**config.mk**
```make
export PLATFORM = sky130hd
export DESIGN_NAME = result_uart_tx
export DESIGN_NICKNAME = d
export VERILOG_FILES = /design/src/rtl/res_tx_pkg.sv /design/src/rtl/res_tx_divider.sv /design/src/rtl/res_tx_shifter.sv /design/src/rtl/res_tx_ctrl.sv /design/src/rtl/result_uart_tx.sv
export SDC_FILE = /design/constraint.sdc
export NUM_CORES = 1
export LEC_CHECK = 0
export BUFFER_PORTS_ARGS = -buffer_cell sky130_fd_sc_hd__buf_2
export CAP_MARGIN = 30
export CORE_UTILIZATION = 50
export DETAILED_ROUTE_END_ITERATION = 8
export PLACE_DENSITY = 0.71
export SLEW_MARGIN = 40
export SYNTH_ARGS = -nofsm -noshare
export SYNTH_HDL_FRONTEND = slang
export SYNTH_SLANG_ARGS = --single-unit
```
**constraint.sdc**
```tcl
create_clock -name clk -period 2.7 [get_ports clk]
set_input_delay 0.135 -clock clk [delete_from_list [all_inputs] [get_ports clk]]
set_output_delay 0.135 -clock clk [all_outputs]
set_load 0.05 [all_outputs]
```
**src/rtl/res_tx_pkg.sv**
```systemverilog
package res_tx_pkg;
  typedef enum logic [2:0] {
    ST_IDLE    = 3'd0,
    ST_LOAD_HI = 3'd1,
    ST_SEND_HI = 3'd2,
    ST_LOAD_LO = 3'd3,
    ST_SEND_LO = 3'd4,
    ST_DONE    = 3'd5
  } ctl_state_t;
endpackage

```
**src/rtl/res_tx_divider.sv**
```systemverilog
module res_tx_divider #(
  parameter int DIV = 1250
) (
  input  logic clk,
  input  logic rst_n,
  input  logic clear_i,
  input  logic run_i,
  output logic tick_o
);
  localparam int CNT_W = $clog2(DIV + 1);
  localparam logic [CNT_W-1:0] LAST = CNT_W'(DIV - 1);

  logic [CNT_W-1:0] cnt_q;

  assign tick_o = run_i && (cnt_q == LAST);

  always_ff @(posedge clk) begin
    if (!rst_n || clear_i || !run_i) begin
      cnt_q <= '0;
    end else if (cnt_q == LAST) begin
      cnt_q <= '0;
    end else begin
      cnt_q <= cnt_q + 1'b1;
    end
  end

  AST_DIV_BOUND: assert property (@(posedge clk) disable iff (!rst_n)
    cnt_q <= LAST);
  AST_DIV_RESTART: assert property (@(posedge clk) disable iff (!rst_n)
    clear_i |=> (cnt_q == '0));
endmodule

```
**src/rtl/res_tx_shifter.sv**
```systemverilog
module res_tx_shifter #(
  parameter int DATA_W = 8
) (
  input  logic              clk,
  input  logic              rst_n,
  input  logic              load_i,
  input  logic [DATA_W-1:0] data_i,
  input  logic              tick_i,
  output logic              tx_o,
  output logic              active_o,
  output logic              done_o
);
  localparam int FRAME_W = DATA_W + 2;
  localparam int IDX_W   = $clog2(FRAME_W);
  localparam logic [IDX_W-1:0] LAST_IDX = IDX_W'(FRAME_W - 1);

  logic [FRAME_W-1:0] frame_q;
  logic [IDX_W-1:0]   idx_q;
  logic               tx_q;
  logic               active_q;

  assign tx_o     = tx_q;
  assign active_o = active_q;
  assign done_o   = active_q && tick_i && (idx_q == LAST_IDX);

  always_ff @(posedge clk) begin
    if (!rst_n) begin
      frame_q  <= '1;
      idx_q    <= '0;
      tx_q     <= 1'b1;
      active_q <= 1'b0;
    end else if (load_i) begin
      frame_q  <= {1'b1, data_i, 1'b0};
      idx_q    <= '0;
      tx_q     <= 1'b0;
      active_q <= 1'b1;
    end else if (active_q && tick_i) begin
      if (idx_q == LAST_IDX) begin
        active_q <= 1'b0;
        tx_q     <= 1'b1;
      end else begin
        frame_q <= {1'b1, frame_q[FRAME_W-1:1]};
        tx_q    <= frame_q[1];
        idx_q   <= idx_q + 1'b1;
      end
    end
  end

  AST_LOAD_WHEN_FREE: assert property (@(posedge clk) disable iff (!rst_n)
    load_i |-> !active_q);
  AST_STOP_IS_HIGH: assert property (@(posedge clk) disable iff (!rst_n)
    done_o |-> tx_q);
  AST_START_IS_LOW: assert property (@(posedge clk) disable iff (!rst_n)
    load_i |=> !tx_q);
endmodule

```
**src/rtl/res_tx_ctrl.sv**
```systemverilog
module res_tx_ctrl
  import res_tx_pkg::*;
#(
  parameter int DATA_W = 8
) (
  input  logic                clk,
  input  logic                rst_n,
  input  logic                valid_i,
  input  logic [2*DATA_W-1:0] result_i,
  input  logic                done_i,
  output logic                load_o,
  output logic [DATA_W-1:0]   byte_o,
  output logic                busy_o
);
  localparam int RES_W = 2 * DATA_W;

  ctl_state_t       state_q, state_d;
  logic [RES_W-1:0] res_q;
  logic             busy_q;

  always_comb begin
    state_d = state_q;
    unique case (state_q)
      ST_IDLE:    if (valid_i) state_d = ST_LOAD_HI;
      ST_LOAD_HI: state_d = ST_SEND_HI;
      ST_SEND_HI: if (done_i) state_d = ST_LOAD_LO;
      ST_LOAD_LO: state_d = ST_SEND_LO;
      ST_SEND_LO: if (done_i) state_d = ST_DONE;
      ST_DONE:    state_d = ST_IDLE;
      default:    state_d = ST_IDLE;
    endcase
  end

  always_ff @(posedge clk) begin
    if (!rst_n) begin
      state_q <= ST_IDLE;
      busy_q  <= 1'b0;
      res_q   <= '0;
    end else begin
      state_q <= state_d;
      busy_q  <= (state_d != ST_IDLE);
      if (state_q == ST_IDLE && valid_i) res_q <= result_i;
    end
  end

  assign load_o = (state_q == ST_LOAD_HI) || (state_q == ST_LOAD_LO);
  assign byte_o = (state_q == ST_LOAD_HI) ? res_q[RES_W-1:DATA_W] : res_q[DATA_W-1:0];
  assign busy_o = busy_q;

  AST_ACCEPT_SETS_BUSY: assert property (@(posedge clk) disable iff (!rst_n)
    (state_q == ST_IDLE && valid_i) |=> busy_o);
  AST_HOLD_RESULT: assert property (@(posedge clk) disable iff (!rst_n)
    (state_q != ST_IDLE) |=> $stable(res_q));
  AST_BUSY_MATCHES_STATE: assert property (@(posedge clk) disable iff (!rst_n)
    busy_o == (state_q != ST_IDLE));
endmodule

```
**src/rtl/result_uart_tx.sv**
```systemverilog
module result_uart_tx #(
  parameter int CLK_HZ = 12_000_000,
  parameter int BAUD   = 9600,
  parameter int DATA_W = 8
) (
  input  logic                clk,
  input  logic                rst_n,
  input  logic                res_valid,
  input  logic [2*DATA_W-1:0] res_data,
  output logic                tx,
  output logic                busy
);
  localparam int DIV = CLK_HZ / BAUD;

  logic              load;
  logic [DATA_W-1:0] byte_sel;
  logic              tick;
  logic              active;
  logic              frame_done;

  res_tx_ctrl #(.DATA_W(DATA_W)) u_ctrl (
    .clk      (clk),
    .rst_n    (rst_n),
    .valid_i  (res_valid),
    .result_i (res_data),
    .done_i   (frame_done),
    .load_o   (load),
    .byte_o   (byte_sel),
    .busy_o   (busy)
  );

  res_tx_divider #(.DIV(DIV)) u_div (
    .clk     (clk),
    .rst_n   (rst_n),
    .clear_i (load),
    .run_i   (active),
    .tick_o  (tick)
  );

  res_tx_shifter #(.DATA_W(DATA_W)) u_shift (
    .clk      (clk),
    .rst_n    (rst_n),
    .load_i   (load),
    .data_i   (byte_sel),
    .tick_i   (tick),
    .tx_o     (tx),
    .active_o (active),
    .done_o   (frame_done)
  );

  AST_IDLE_LINE_HIGH: assert property (@(posedge clk) disable iff (!rst_n)
    !busy |-> tx);
  AST_NO_FRAME_WHEN_IDLE: assert property (@(posedge clk) disable iff (!rst_n)
    !busy |-> !active);
endmodule

```
==> results of run 1 <==
## how the worst max path moves through the flow
stage                                      end  cells past startpoint
3_5_place_dp         u_div.cnt_q[3]$_SDFF_PP0_                      6
3_3_place_gp         u_div.cnt_q[6]$_SDFF_PP0_                      6
4_1_cts              u_div.cnt_q[3]$_SDFF_PP0_                      6
2_1_floorplan  u_shift.frame_q[7]$_SDFFE_PN1P_                      6
6_report             u_div.cnt_q[2]$_SDFF_PP0_                      6
5_1_grt              u_div.cnt_q[4]$_SDFF_PP0_                      6
## flip-flops by register name, summed over array words and instances (netlist names)
register,cells
u_ctrl.busy_o,1
u_shift.frame_q,8
u_shift.tx_o,1
u_ctrl.res_q,16
u_ctrl.state_q,3
u_shift.active_o,1
u_div.cnt_q,11
u_shift.idx_q,4
## per-stage QoR
stage | area (um2) | setup WS (ps) | power (mW) | std cells
2_1_floorplan | 2060 | 1180 | 0.847 | 225
6_report | 2280 | 911 | 1.28 | 292
3_3_place_gp | 2200 | 976 | 0.888 | 285
3_5_place_dp | 2200 | 897 | 0.891 | 285
4_1_cts | 2280 | 886 | 1.29 | 292
5_1_grt | 2280 | 781 | 1.34 | 292
## power by group through the flow
stage / clock network (mW) / logic, mW / registers, mW
floorplan: 0 / 0.108 / 0.739
global route: 0.442 / 0.171 / 0.726
detailed placement: 0 / 0.154 / 0.737
CTS: 0.416 / 0.155 / 0.721
finish: 0.403 / 0.152 / 0.721
global placement: 0 / 0.152 / 0.736
## area by class of cell
cell class,count,area [um2]
fill,357,1520
tap,48,60.1
inverter,3,11.3
multi-input combinational,165,1090
sequential,45,901
clock buffer,7,86.3
timing repair buffer,24,130
## layer usage
metal / routed length [um] / vias to the layer above / global-route usage (%)
met5: 0 / - / 0
met4: 17 / 0 / 6.38
met3: 89 / 2 / 4.14
met2: 1570 / 18 / 29.0
met1: 1740 / 670 / 21.1
li1: - / 809 / -
## cells by family after synthesis
group | Yosys count
compound gates | 34
xor+xnor | 11
fa+ha+maj | 4
buf+inv | 15
flops | 45
mux | 15
simple gates | 101
## worst min-delay path, delay by kind of cell
kind / cells / cell delay [ps]
buf+inv: 1 / 90
compound gates: 1 / 50
simple gates: 1 / 40
## placed cells by master (no fill, tap or decap), types with 2 or more instances in the layout
| cell type | count |
|---|---|
| dfxtp_1 | 45 |
| nand2_1 | 42 |
| buf_2 | 20 |
| nor2_1 | 17 |
| mux2i_1 | 15 |
| a21boi_1 | 12 |
| nor3b_1 | 11 |
| a21boi_0 | 10 |
| xnor2_1 | 6 |
| clkbuf_8 | 6 |
| nand4_1 | 5 |
| nand3_1 | 5 |
| xor2_1 | 5 |
| ha_1 | 4 |
| buf_4 | 4 |
| inv_1 | 3 |
| o21ai_0 | 3 |
| and3_1 | 3 |
| nor2b_1 | 3 |
| a21oi_1 | 3 |
| nor4b_2 | 2 |
| nor3_1 | 2 |
==> summary.txt, run 1 <==
proportion of layout cells with a drive suffix above 1: 14.3%
count leader, synth: dfxtp_1
top fanout value on the critical path: 6
TritonCTS clock tree: built
largest net degree at the start of global routing: 35
Worst-Skew Late Latency: 290 ps
synth cell count leaders: dfxtp_1, nand2_1, nor2_1
status: complete, no violations
post-route ant nets: 0
Hold Path End: u_ctrl.res_q[4]$_SDFFE_PN0P_
complex-gate fraction of the synthesized area: 11.8%
Syn Nets: 248
Post-synth top flop: dfxtp_1
die width: 66.3 um
Netlist Area Pre-Place: 2060 um2
Power Density: 559 nW/um2
core area: 3800 um2
hold buffer count at CTS: 0
P_leak: 0.916 nW
hpwl dp: 2.42 mm
Slew headroom: 58.4%
clock slew at reported path FFs: 70 ps
largest area contributor in the netlist: dfxtp_1
final core area utilization: 60.1%
number of antenna diodes: 0
RSZ-0062 raised after global routing: no
Reg-to-Reg End: u_div.cnt_q[2]$_SDFF_PP0_
critical path buffer and inverter count: 1
asr flop ratio synth: 0%
IO Count: 21
CTS sink count: 45
vias in the first global route: 1378
initial drt markers: 46
Final min period: 1790 ps
largest family of logic cells by synthesized area: simple AND/OR/NAND/NOR gates
Max Fclk: 0.559 GHz
CP endpoint kind: flop
Syn Inst Count: 225
routability congestion estimate: 0.714
final WL: 3.41 mm
Yosys cell types: 39
Sw Ratio: 23.9%
Die Area: 4390 um2
FF-to-FF Start: u_div.cnt_q[0]$_SDFF_PP0_
Port Buf Inserts: 20
Initial Utilization: 54.3%
global-route wire length before repair: 5.78 mm
YS warnings: 0
TritonRoute pass-1 iters: 4
setup TNS: 0 ps
Hold/Removal Path Class: in -> reg
Post-Synth XOR/XNOR Area: 4.67%
Slowest cell on crit path: o2111ai_1
hold path start: res_data[4]
worst r2r path cells: 6
final hold vios: 0
NetSw: 0.305 mW
Max-Cap Viols: 0
Yosys top cell area share: 43.6%
hold path depth: 3
setup bufs post-CTS: 0
routed via count: 1499
root buffer cell: clkbuf_8
Final period util: 66.2%
flops & latches, synth: 45
syn_area_per_cell: 9.18 um2
Synth Area in Adders: 2.42%
CP peak stage delay: 470 ps
crit path from: u_div.cnt_q[0]$_SDFF_PP0_
P_int: 0.971 mW
final-stage net count: 267
WS Path Type: reg -> reg
combinational power share: 11.9%
critical path launch point type: flop
post_cts resized: 0
H-tree depth: 2
gr ovfl total: 0
Die H: 66.3 um
final hold slack: 80.3 ps
Least-Margin Pin Slew: 622 ps
Final Skew: 6.97 ps
R2R setup slack: 910 ps
CTS max path bufs: 2
worst path arrival time: 1970 ps
cells along the critical path: ha_1 -> and4bb_2 -> nand2_1 -> o2111ai_1 -> buf_4 -> nor2_1
via-per-instance ratio: 5.13
register area share after synthesis: 43.6%
multiplexer area fraction after synthesis: 7.27%
Seq pwr share: 56.5%
Slew Viols, Final: 0
Site Rows: 22
WL/cell: 11.7 um
clock share of power: 31.6%
WP data required: 2880 ps
final setup vio count: 0
Post-Synth Simple-Gate Area: 26.8%
CTS buffer count: 5
antenna violations before repair: 0
Total GRT Usage: 17.2%
Area Overhead vs Synth: 10.6%
Post-synth EDFFs: 0
Largest delay share family, worst path: compound AO/OA/AOI/OAI gates
Synth area leaders: dfxtp_1, nand2_1, mux2i_1
maximum vdd ir drop: 312 uV
Post-route DRC: 0
No activity file was read; power rests on OpenSTA's default activity.
==> run 2, diff against run 1 <==
--- a/config.mk
+++ b/config.mk
@@ -9,7 +9,7 @@
 export CAP_MARGIN = 30
 export CORE_UTILIZATION = 50
 export DETAILED_ROUTE_END_ITERATION = 8
-export PLACE_DENSITY = 0.71
+export PLACE_DENSITY = 0.74
 export SLEW_MARGIN = 40
 export SYNTH_ARGS = -nofsm -noshare
 export SYNTH_HDL_FRONTEND = slang
==> constraint.sdc (replaced) <==
create_clock -name clk -period 1.6 [get_ports clk]
set_input_delay 0.08 -clock clk [delete_from_list [all_inputs] [get_ports clk]]
set_output_delay 0.08 -clock clk [all_outputs]
set_load 0.05 [all_outputs]
==> run 2 against run 1 <==
Compared with the run above: the flow now finishes with violations (setup timing); clock skew about the same; clock power rose by 71%; via count rose by 9.0%; cell area increased by 8.7%; critical endpoint is now u_ctrl.state_q[0]$_SDFF_PN0_.
==> summary.txt, run 2 (synthesis gave the netlist of run 1 again) <==
critical path launch point type: flop
P_leak: 1.03 nW (+13%)
Power Density: 881 nW/um2 (+58%)
failing checks: setup timing
CP endpoint kind: flop
clock share of power: 31.6% (about the same)
crit path from: u_div.cnt_q[8]$_SDFF_PP0_
proportion of layout cells with a drive suffix above 1: 24.3% (+9.9 points)
WP data required: 1840 ps (-1040 ps)
TritonRoute pass-1 iters: 4 (unchanged)
commonest non-fill, non-tap cell in the layout: dfxtp_1
maximum vdd ir drop: 596 uV (+91%)
Final Skew: 6.48 ps (-0.494 ps)
final setup vio count: 1 (+1)
Site Rows: 22 (unchanged)
Final min period: 1610 ps (-179 ps)
Largest delay share family, worst path: simple AND/OR/NAND/NOR gates
post-route ant nets: 0 (unchanged)
Total GRT Usage: 19.6% (+2.4 points)
largest net degree at the start of global routing: 24 (-31%)
Final period util: 101% (+34 points)
H-tree depth: 2 (unchanged)
combinational power share: 12.8% (+0.9 points)
worst r2r path cells: 5 (-1)
critical path buffer and inverter count: 1 (unchanged)
Seq pwr share: 55.7% (-0.8 points)
antenna violations before repair: 0 (unchanged)
FF-to-FF Start: u_div.cnt_q[8]$_SDFF_PP0_
cells along the critical path: nor4b_4 -> buf_4 -> nand4_1 -> nor3b_2 -> o311a_1
global-route wire length before repair: 6.45 mm (+12%)
Port Buf Inserts: 20 (unchanged)
routability congestion estimate: 0.772 (+8.1%)
Slew Viols, Final: 0 (unchanged)
CP peak stage delay: 370 ps (-100 ps)
hold path start: res_data[9]
clock slew at reported path FFs: 80 ps (about the same)
max reg flops: 16 (unchanged)
TritonCTS clock tree: built
Hold/Removal Path Class: in -> reg
die width: 66.3 um (unchanged)
final hold vios: 0 (unchanged)
Die Area: 4390 um2 (unchanged)
hold path depth: 3 (unchanged)
Post-route DRC: 0 (unchanged)
top fanout value on the critical path: 3 (-3)
root buffer cell: clkbuf_8
R2R setup slack: -10 ps (-920 ps)
largest registers: u_ctrl.res_q: 16 flops, u_div.cnt_q: 11 flops, u_shift.frame_q: 8 flops
final WL: 3.82 mm (+12%)
Final WS setup: -9.98 ps (-921 ps)
hold buffer count at CTS: 0 (unchanged)
initial drt markers: 106 (+130%)
final hold slack: 10.6 ps (-69.7 ps)
core area: 3800 um2 (unchanged)
largest register by flop count: u_ctrl.res_q
Initial Utilization: 54.3% (unchanged)
status: finished, violations left
routed via count: 1634 (+9.0%)
P_int: 1.62 mW (+67%)
number of antenna diodes: 0 (unchanged)
RSZ-0062 raised after global routing: yes
gr ovfl total: 0 (unchanged)
setup TNS: -9.98 ps (-9.98 ps)
final-stage net count: 290 (+8.6%)
post-placement cell count: 304 (+6.7%)
dpl ws: 59.7 ps (-837 ps)
WL/cell: 12.1 um (+3.4%)
final core area utilization: 65.3% (+5.2 points)
hpwl dp: 2.60 mm (+7.5%)
most frequent cells in the layout: dfxtp_1, nand2_1, buf_4, buf_2, nor2_1
vias in the first global route: 1428 (+3.6%)
Max Fclk: 0.621 GHz (+11%)
CTS max path bufs: 2 (unchanged)
CTS sink count: 45 (unchanged)
via-per-instance ratio: 5.17 (+0.73%)
WS Path Type: reg -> reg
Slew headroom: 71.8% (+13 points)
Max-Cap Viols: 0 (unchanged)
Reg-to-Reg End: u_ctrl.state_q[0]$_SDFF_PN0_
Post-Layout Cell Count: 316 (+8.2%)
NetSw: 0.568 mW (+86%)
CTS buffer count: 5 (unchanged)
Hold Path End: u_ctrl.res_q[9]$_SDFFE_PN0P_
Area Overhead vs Synth: 20.2%
Slowest cell on crit path: nor4b_4
IO Count: 21 (unchanged)
Die H: 66.3 um (unchanged)
Sw Ratio: 26.0% (+2.1 points)
worst path arrival time: 1850 ps (-120 ps)
Worst-Skew Late Latency: 300 ps (about the same)
Least-Margin Pin Slew: 422 ps (-201 ps)
## run 2: layout make-up
type / count / area [um2]
Fill cell: 329 / 1320
Tap cell: 48 / 60.1
Sequential cell: 45 / 903
Timing Repair Buffer: 47 / 307
Clock inverter: 2 / 15.0
Clock buffer: 6 / 72.6
Inverter: 3 / 11.3
Multi-Input combinational cell: 165 / 1110
## run 2: power groups by stage
| stage | combinational [mW] | clock [mW] | sequential [mW] |
|---|---|---|---|
| floorplan | 0.182 | 0 | 1.25 |
| global placement | 0.272 | 0 | 1.24 |
| detailed placement | 0.274 | 0 | 1.24 |
| CTS | 0.277 | 0.706 | 1.22 |
| global route | 0.314 | 0.760 | 1.23 |
| finish | 0.279 | 0.690 | 1.22 |
## run 2: worst min-delay path, stage by stage
cell and delay [ps]:
buf_2 90, nand2_1 50, a21boi_1 50
## run 2: metrics by stage
step	power, mW	instance area [um2]
2_1_floorplan	1.43	2060
3_3_place_gp	1.51	2340
3_5_place_dp	1.52	2340
4_1_cts	2.20	2430
5_1_grt	2.30	2480
6_report	2.19	2480
## run 2: timing repair
action,in CTS,in global routing
buffers inserted,0,4
endpoints found under the hold margin,0,0
endpoints found under the setup margin,0,12
resized for setup,0,7
## run 2: worst max path at each step
| stage | end | depth (start not counted) |
|---|---|---|
| after global placement | u_shift.frame_q[5]$_SDFFE_PN1P_ | 6 |
| after CTS | u_ctrl.state_q[0]$_SDFF_PN0_ | 5 |
| after floorplan | u_shift.frame_q[7]$_SDFFE_PN1P_ | 6 |
| after detailed placement | u_shift.frame_q[3]$_SDFFE_PN1P_ | 7 |
| after global routing | u_ctrl.state_q[0]$_SDFF_PN0_ | 5 |
| final | u_ctrl.state_q[0]$_SDFF_PN0_ | 5 |
## run 2: per-layer routing
metal	track usage [%]	wire [um]	up-vias
met5	0	0	-
met4	7.18	59	0
met3	5.52	141	6
met2	31.3	1760	38
met1	25.0	1850	735
li1	-	-	855
